`src/rtl/dme_pkg.sv`:
```
package dme_pkg;
  localparam int NUM_CAUSES = 10;
  localparam int STATUS_W   = 2;

  localparam int C_MCHK  = 0;
  localparam int C_EXT   = 1;
  localparam int C_DEC   = 2;
  localparam int C_ALIGN = 3;
  localparam int C_PROG  = 4;
  localparam int C_SC    = 5;
  localparam int C_IBKPT = 6;
  localparam int C_LBKPT = 7;
  localparam int C_PBKPT = 8;
  localparam int C_NMI   = 9;

  typedef enum logic [1:0] {
    ST_RUN   = 2'd0,
    ST_DRAIN = 2'd1,
    ST_DEBUG = 2'd2,
    ST_CHK   = 2'd3
  } dmeState_e;

  typedef struct packed {
    logic entryReq;
    logic chkStopReq;
  } dmeReq_t;

  typedef struct packed {
    logic inDebug;
    logic inChkStop;
  } dmeCtl_t;
endpackage

```
`src/rtl/dme_datapath.sv`:
```
module dme_datapath
  import dme_pkg::*;
#(
  parameter int NC = NUM_CAUSES,
  parameter int SW = STATUS_W
) (
  input  logic          clk,
  input  logic          rstN,
  input  logic [NC-1:0] causeEvt,
  input  logic          msrRi,
  input  logic          msrEe,
  input  logic          msrMe,
  input  logic          bkptUnmask,
  input  logic          dbgEnable,
  input  logic          swFreeze,
  input  logic          enWr,
  input  logic [NC-1:0] enWdata,
  input  logic          causeRd,
  input  dmeCtl_t       ctl,
  output dmeReq_t       req,
  output logic [NC-1:0] causeRdata,
  output logic          fetchFromPort,
  output logic          freeze,
  output logic [SW-1:0] statusCode,
  output logic          checkStop
);
  localparam logic [SW-1:0] DEBUG_CODE = '1;

  logic [NC-1:0] causeQ, enQ, recognise, causeSet;

  for (genvar i = 0; i < NC; i++) begin : g_qual
    if (i == C_MCHK) begin : g_mchk
      assign recognise[i] = msrMe;
    end else if (i == C_EXT || i == C_DEC) begin : g_ee
      assign recognise[i] = msrEe;
    end else if (i == C_IBKPT || i == C_LBKPT) begin : g_bk
      assign recognise[i] = msrRi | bkptUnmask;
    end else if (i == C_PBKPT) begin : g_pbk
      assign recognise[i] = msrRi;
    end else begin : g_always
      assign recognise[i] = 1'b1;
    end
  end

  assign causeSet = causeEvt & recognise;

  always_ff @(posedge clk) begin
    if (!rstN) begin
      causeQ <= '0;
      enQ    <= '0;
    end else begin
      causeQ <= (causeRd ? '0 : causeQ) | causeSet;
      if (enWr) enQ <= enWdata;
    end
  end

  assign req.entryReq   = dbgEnable & (|(causeQ & enQ));
  assign req.chkStopReq = causeEvt[C_MCHK] & ~msrMe;

  assign causeRdata    = causeQ;
  assign fetchFromPort = ctl.inDebug;
  assign freeze        = ctl.inDebug | (~dbgEnable & swFreeze);
  assign statusCode    = ctl.inDebug ? DEBUG_CODE : '0;
  assign checkStop     = ctl.inChkStop;

  // a recognised pulse survives a same-cycle clearing read
  assert_set_wins_R9: assert property (@(posedge clk) disable iff (!rstN)
    (causeSet != '0) |=> ((causeQ & $past(causeSet)) == $past(causeSet)));

  // debug state drives the visible outputs
  assert_debug_outputs_R8: assert property (@(posedge clk) disable iff (!rstN)
    ctl.inDebug |-> (freeze && statusCode == DEBUG_CODE && fetchFromPort));

  // check-stop never leaves a machine-check cause behind
  assert_mchk_no_cause_R11: assert property (@(posedge clk) disable iff (!rstN)
    (req.chkStopReq && !causeRd && !$isunknown(causeQ)) |=> (causeQ[C_MCHK] == $past(causeQ[C_MCHK])));
endmodule

```
`src/rtl/dme_control.sv`:
```
module dme_control
  import dme_pkg::*;
(
  input  logic    clk,
  input  logic    rstN,
  input  dmeReq_t req,
  input  logic    pipeEmpty,
  input  logic    dbgReturn,
  output dmeCtl_t ctl
);
  dmeState_e state, stateNext;

  always_comb begin
    stateNext = state;
    unique case (state)
      ST_RUN: begin
        if (req.chkStopReq)    stateNext = ST_CHK;
        else if (req.entryReq) stateNext = ST_DRAIN;
      end
      ST_DRAIN: begin
        if (req.chkStopReq)    stateNext = ST_CHK;
        else if (pipeEmpty)    stateNext = ST_DEBUG;
      end
      ST_DEBUG: if (dbgReturn) stateNext = ST_RUN;
      ST_CHK:   stateNext = ST_CHK;
      default:  stateNext = ST_RUN;
    endcase
  end

  always_ff @(posedge clk) begin
    if (!rstN) state <= ST_RUN;
    else       state <= stateNext;
  end

  assign ctl.inDebug   = (state == ST_DEBUG);
  assign ctl.inChkStop = (state == ST_CHK);

  // debug state is only reached from a drained pipeline
  assert_drain_before_debug_R7: assert property (@(posedge clk) disable iff (!rstN)
    $rose(ctl.inDebug) |-> ($past(state) == ST_DRAIN && $past(pipeEmpty)));

  // no entry without an enabled pending cause
  assert_no_spurious_entry_R6: assert property (@(posedge clk) disable iff (!rstN)
    (state == ST_RUN && !req.entryReq) |=> (state != ST_DRAIN));

  // return command leaves debug mode on the next edge
  assert_return_exit_R10: assert property (@(posedge clk) disable iff (!rstN)
    (state == ST_DEBUG && dbgReturn) |=> (state == ST_RUN));

  // check-stop is held until reset
  assert_chkstop_sticky_R11: assert property (@(posedge clk) disable iff (!rstN)
    (state == ST_CHK) |=> (state == ST_CHK));
endmodule

```
`src/rtl/dbg_entry_ctrl.sv`:
```
module dbg_entry_ctrl
  import dme_pkg::*;
#(
  parameter int NC = NUM_CAUSES,
  parameter int SW = STATUS_W
) (
  input  logic          clk,
  input  logic          rstN,
  input  logic [NC-1:0] causeEvt,
  input  logic          msrRi,
  input  logic          msrEe,
  input  logic          msrMe,
  input  logic          bkptUnmask,
  input  logic          dbgEnable,
  input  logic          swFreeze,
  input  logic          enWr,
  input  logic [NC-1:0] enWdata,
  input  logic          causeRd,
  output logic [NC-1:0] causeRdata,
  input  logic          pipeEmpty,
  input  logic          dbgReturn,
  output logic          fetchFromPort,
  output logic          freeze,
  output logic [SW-1:0] statusCode,
  output logic          checkStop
);
  dmeReq_t req;
  dmeCtl_t ctl;

  dme_datapath #(.NC(NC), .SW(SW)) dp_i (
    .clk(clk), .rstN(rstN), .causeEvt(causeEvt), .msrRi(msrRi), .msrEe(msrEe),
    .msrMe(msrMe), .bkptUnmask(bkptUnmask), .dbgEnable(dbgEnable),
    .swFreeze(swFreeze), .enWr(enWr), .enWdata(enWdata), .causeRd(causeRd),
    .ctl(ctl), .req(req), .causeRdata(causeRdata), .fetchFromPort(fetchFromPort),
    .freeze(freeze), .statusCode(statusCode), .checkStop(checkStop)
  );

  dme_control ctl_i (
    .clk(clk), .rstN(rstN), .req(req), .pipeEmpty(pipeEmpty),
    .dbgReturn(dbgReturn), .ctl(ctl)
  );
endmodule

```
`config.mk`:
```
export PLATFORM = sky130hd
export DESIGN_NAME = dbg_entry_ctrl
export DESIGN_NICKNAME = d
export VERILOG_FILES = /design/src/rtl/dme_pkg.sv /design/src/rtl/dme_datapath.sv /design/src/rtl/dme_control.sv /design/src/rtl/dbg_entry_ctrl.sv
export SDC_FILE = /design/constraint.sdc
export NUM_CORES = 1
export LEC_CHECK = 0
export ABC_AREA = 1
export BUFFER_PORTS_ARGS = -buffer_cell sky130_fd_sc_hd__buf_4
export CORE_MARGIN = 2
export CORE_UTILIZATION = 44
export DETAILED_ROUTE_END_ITERATION = 7
export PLACE_DENSITY = 0.77
export SETUP_SLACK_MARGIN = 0.02
export SLEW_MARGIN = 20
export SYNTH_ARGS = -nofsm -noshare
export SYNTH_HDL_FRONTEND = slang
export SYNTH_HIERARCHICAL = 1
export SYNTH_SLANG_ARGS = --single-unit
export TNS_END_PERCENT = 20
```
`constraint.sdc`:
```
create_clock -name clk -period 1.5 [get_ports clk]
set_input_delay 0.075 -clock clk [delete_from_list [all_inputs] [get_ports clk]]
set_output_delay 0.075 -clock clk [all_outputs]
set_load 0.02 [all_outputs]
```
# Yosys cells after proc, flatten, opt, wreduce, memory -nomap -nowiden
# Index checks and enable logic that the tools add are counted.
# totals
in_bits,32
ff_bits,22
# classes
eq_ne,6
reduce_logical,3
n_mux,8
n_bitwise,10
# op_table
cell,n
10-bit bitwise AND,2
2-bit two-way mux,6
10-bit two-way mux,1
10-bit bitwise OR,1
10-bit OR reduction,1
2-bit one-hot mux with 4 select lines,1
2-bit == test (second input constant),2
1-bit bitwise AND,3
3-bit by 1-bit inequality test with 1-bit output (second input constant),1
3-bit by 2-bit inequality test with 1-bit output (second input constant),1
3-bit AND reduction,1
2-bit by 1-bit == test with 1-bit output (second input constant),1
2-bit logical NOT,1
2-bit inequality test (second input constant),1
1-bit NOT,2
1-bit bitwise OR,2

# Logic depth before layout (Yosys ltp)
# logic_depth
depth_word,6
depth_mapped,12

# Hierarchy
# Netlist, hierarchy kept.
# modules_own_cells
module,area_per_inst_um2,cells_per_inst,instances
dme_datapath,800.8,110,1
dme_control,158.9,30,1

# Worst setup path after synthesis
# Ideal clock, no wire load.
# synth_timing
path_kind,reg2reg
start,reg dp_i.causeQ[6] (netlist: dp_i/causeRdata[6])
end,reg ctl_i.state[0]
path_slack_ns,0.300
path_stages_with_launch,13
arrival_time_ns,1.088
t_required_ns,1.389
path_buffers,0
setup_ns,0.111
path_cell_list,dfxtp_1 nand2_1 nand2_1 nor2_1 nand3_1 nand2_1 inv_1 nor2_1 nand2_1 nand2_1 nor2_1 nor2_1 nor2_1
# synth_rtl
element,line_no,source
from (decl),dme_datapath.sv:29,"logic [NC-1:0] causeQ, enQ, recognise, causeSet;"
from (signal assigned),dme_datapath.sv:52,causeQ <= (causeRd ? '0 : causeQ) | causeSet;
to (signal assigned),dme_control.sv:32,else state <= stateNext;
to (decl),dme_control.sv:11,"dmeState_e state, stateNext;"

# Worst setup path after layout
# layout_timing
start,reg ctl_i.state[0]
end,out freeze
# layout_between
elab_chain_cells,2
# layout_lines
element,line_no,source
2-bit == test,dme_control.sv:35,assign ctl.inDebug = (state == ST_DEBUG);
1-bit bitwise OR,dme_datapath.sv:62,assign freeze = ctl.inDebug | (~dbgEnable & swFreeze);
to (decl),dbg_entry_ctrl.sv:23,"output logic freeze,"
# Every way passes these cells.

==> results by group <==
Status
  • Run status: completed

Global routing
  • Antenna violations before repair: 0
  • Vias in the first global route: 969
  • Busiest layer in global routing: met2
  • Global route total overflow: 0
  • Met1 Track Usage GR: 0.226
  • Pin count of the biggest net entering global routing: 14
  • Global-route track usage on met2: 0.388
  • Global-route total usage across every layer: 0.207
  • Met3 capacity usage during global routing: 0.0357
  • Wire length of the first global-routing pass: 4.05 mm

Place
  • Area after detailed placement: 1290 um2
  • Post-Place Setup Slack: 0.262 ns
  • Half-perimeter wire length after placement: 1.79 mm
  • Input/output buffers: 46
  • GPL Wtd Cong: 0.734

Clock network
  • Num Clock Sinks: 22
  • Number of H-tree levels: 1
  • Clock slew at the register clock pins of the worst setup and hold paths: 0.11 ns
  • Post-CTS setup buffer count: 0
  • Clock Tree Buf Depth: 2
  • CTS tree: done
  • Worst-skew pair later-pin latency: 0.30 ns
  • TritonCTS buffer count: 3
  • Root Buffer: sky130_fd_sc_hd__clkbuf_4

Logic synthesis
  • Most area-consuming cells after synthesis: sky130_fd_sc_hd__dfxtp_1, sky130_fd_sc_hd__nor2_1, sky130_fd_sc_hd__nand2_1
  • Cells after Synth: 140
  • YS warnings: 6
  • Net Count, Synth: 172
  • Largest area contributor in the synthesized netlist: sky130_fd_sc_hd__dfxtp_1
  • Flip-flop and latch count after synthesis: 22
  • Area share of the leading cell type in the synthesized netlist: 0.459
  • Sequential share of the synthesized area: 0.459
  • Unique masters post-synth: 14
  • Netlist area before placement: 960 um2
  • Post-synthesis average cell area: 6.85 um2

Route
  • Total length of routed wires: 2.51 mm
  • Final routed DRC violation total: 0
  • Post-detailed-route via-to-cell ratio: 4.66
  • Detailed router's first-iteration violation count: 16
  • Routed vias: 1,025
  • Routed length per placed instance: 11.4 um
  • Number of search-and-repair iterations in the first detailed-routing pass: 4
  • Remaining number of nets flagged by the antenna check after routing: 0

STA
  • Maximum frequency from static timing analysis: 0.738 GHz
  • Final setup violating endpoints: 0
  • Number of max-slew violations in the final report: 0
  • Total count of hold-check failures in the final report: 0
  • Worst slew margin relative to its limit: 0.817
  • Setup skew after layout: 0.00416 ns
  • Post-route minimum period: 1.35 ns
  • Worst Tran Pin Value: 0.273 ns
  • Worst setup margin: 0.146 ns
  • Final worst path period share: 0.903
  • Total Neg Setup Slack: 0 ns
  • Unrepaired setup endpoints after global routing: false

Power
  • Leakage power: 0.739 nW
  • Overall Power: 1.57 mW
  • PwrDens: 1110 nW/um2
  • Highest ir drop seen on vdd: 0.000920 V

Finish
  • Share of cells above drive strength 1: 0.280
  • Final antenna diode count: 0
  • Growth of design area from synthesis to finish: 46.8%
  • Number of nets in the finished design: 227
  • Finished layout cell area: 1410 um2

Worst hold path
  • Worst min-delay path category: input pin to flop

Critical path
  • Flop-to-flop setup slack: 0.23 ns
  • Startpoint type of the worst setup path: flop
  • Setup crit end kind: primary output
  • Class of the most critical setup path: flop to primary output
  • Critical Path RT: 1.42 ns
  • Arrival @ worst endpoint: 1.28 ns
  • CP max FO: 5

Floorplanning
  • Area of the core: 2000 um2
  • Die Area: 2570 um2
  • Die Ht: 50.7 um
  • Number of rows created at floorplan: 16
  • Starting Density: 0.479
  • Horizontal extent of the die: 50.7 um
  • Number of ports placed on the die boundary: 47

Flow run
  • Max_cap viols: 0
final timing paths:
kind	depth (start not counted)	to	startpoint
max reg2reg	12	ctl_i/state[0]$_SDFFE_PN0P_	dp_i/causeRdata[7]$_SDFF_PN0_
min	3	dp_i/enQ[1]$_SDFFE_PN0P_	enWdata[1]
max	5	freeze	ctl_i/state[0]$_SDFFE_PN0P_
min reg2reg	2	dp_i/causeRdata[6]$_SDFF_PN0_	dp_i/causeRdata[6]$_SDFF_PN0_
where the power goes:
group	internal, mW	total, mW	switching (mW)
Clock	0.0936	0.260	0.167
Sequential	0.647	0.710	0.0629
Combinational	0.268	0.599	0.331
Total	1.01	1.57	0.560
area by class of cell:
| cell class | count | area [um2] |
|---|---|---|
| fill | 193 | 593 |
| clock buffer | 3 | 22.5 |
| tap | 27 | 33.8 |
| inverter | 14 | 52.6 |
| sequential | 22 | 440 |
| multi-input combinational | 98 | 414 |
| timing repair buffer | 56 | 445 |
state kept, by name (all words and copies together), names as in the netlist:
| signal | count |
|---|---|
| ctl_i/state | 2 |
| dp_i/causeRdata | 10 |
| dp_i/enQ | 10 |
critical path: stages (launching register included):
cell                       delay (ns)
sky130_fd_sc_hd__dfxtp_1         0.43
sky130_fd_sc_hd__inv_2           0.08
sky130_fd_sc_hd__nand2_1         0.08
sky130_fd_sc_hd__inv_1           0.08
sky130_fd_sc_hd__o21bai_1        0.16
sky130_fd_sc_hd__buf_4           0.16
cell families (layout without fill, tap and decap cells):
group                  after synthesis  after routing  synth area share
DFF                                 22             22             0.459
buffers and inverters               20             73             0.110
AOI/OAI and AO/OA                   25             25             0.133
and+or+nand+nor                     73             73             0.299
metal layers:
layer / vias to the layer above / part of all wire
li1: 541 / -
met4: 0 / 0.012
met1: 456 / 0.42
met2: 24 / 0.52
met5: - / 0
met3: 4 / 0.043
synthesized netlist by cell type:
master and count:
sky130_fd_sc_hd__a21oi_1 11, sky130_fd_sc_hd__buf_4 4, sky130_fd_sc_hd__buf_6 2, sky130_fd_sc_hd__dfxtp_1 22, sky130_fd_sc_hd__inv_1 10, sky130_fd_sc_hd__inv_2 4, sky130_fd_sc_hd__nand2_1 34, sky130_fd_sc_hd__nand3_1 2
sky130_fd_sc_hd__nand3b_2 1, sky130_fd_sc_hd__nand4_1 1, sky130_fd_sc_hd__nor2_1 35, sky130_fd_sc_hd__o21ai_0 11, sky130_fd_sc_hd__o21ai_1 2, sky130_fd_sc_hd__o21bai_1 1
what timing repair did:
item / in CTS / in global routing
gates resized for setup: 0 / 0
hold buffers: 9 / 1
hold endpoints to repair: 9 / 1
through the flow:
step | std cells | util | hold WS, ns
floorplan | 140 | - | 0.187
global placement | 207 | 0.643 | 0.278
detailed placement | 207 | 0.643 | 0.289
CTS | 219 | 0.699 | 0.00182
global route | 220 | 0.704 | 0.00315
finish | 220 | 0.704 | 0.00456
cell usage in the layout (no fill, tap or decap), drive strengths merged, types with 2 or more instances in the layout:
cell type,netlist,layout
buf,6,46
nor2,35,35
nand2,34,34
dfxtp,22,22
inv,14,14
o21ai,13,13
a21oi,11,11
dlygate4sd3,0,10
clkbuf,0,3
nand3,2,2
No activity file was read; power rests on OpenSTA's default activity.
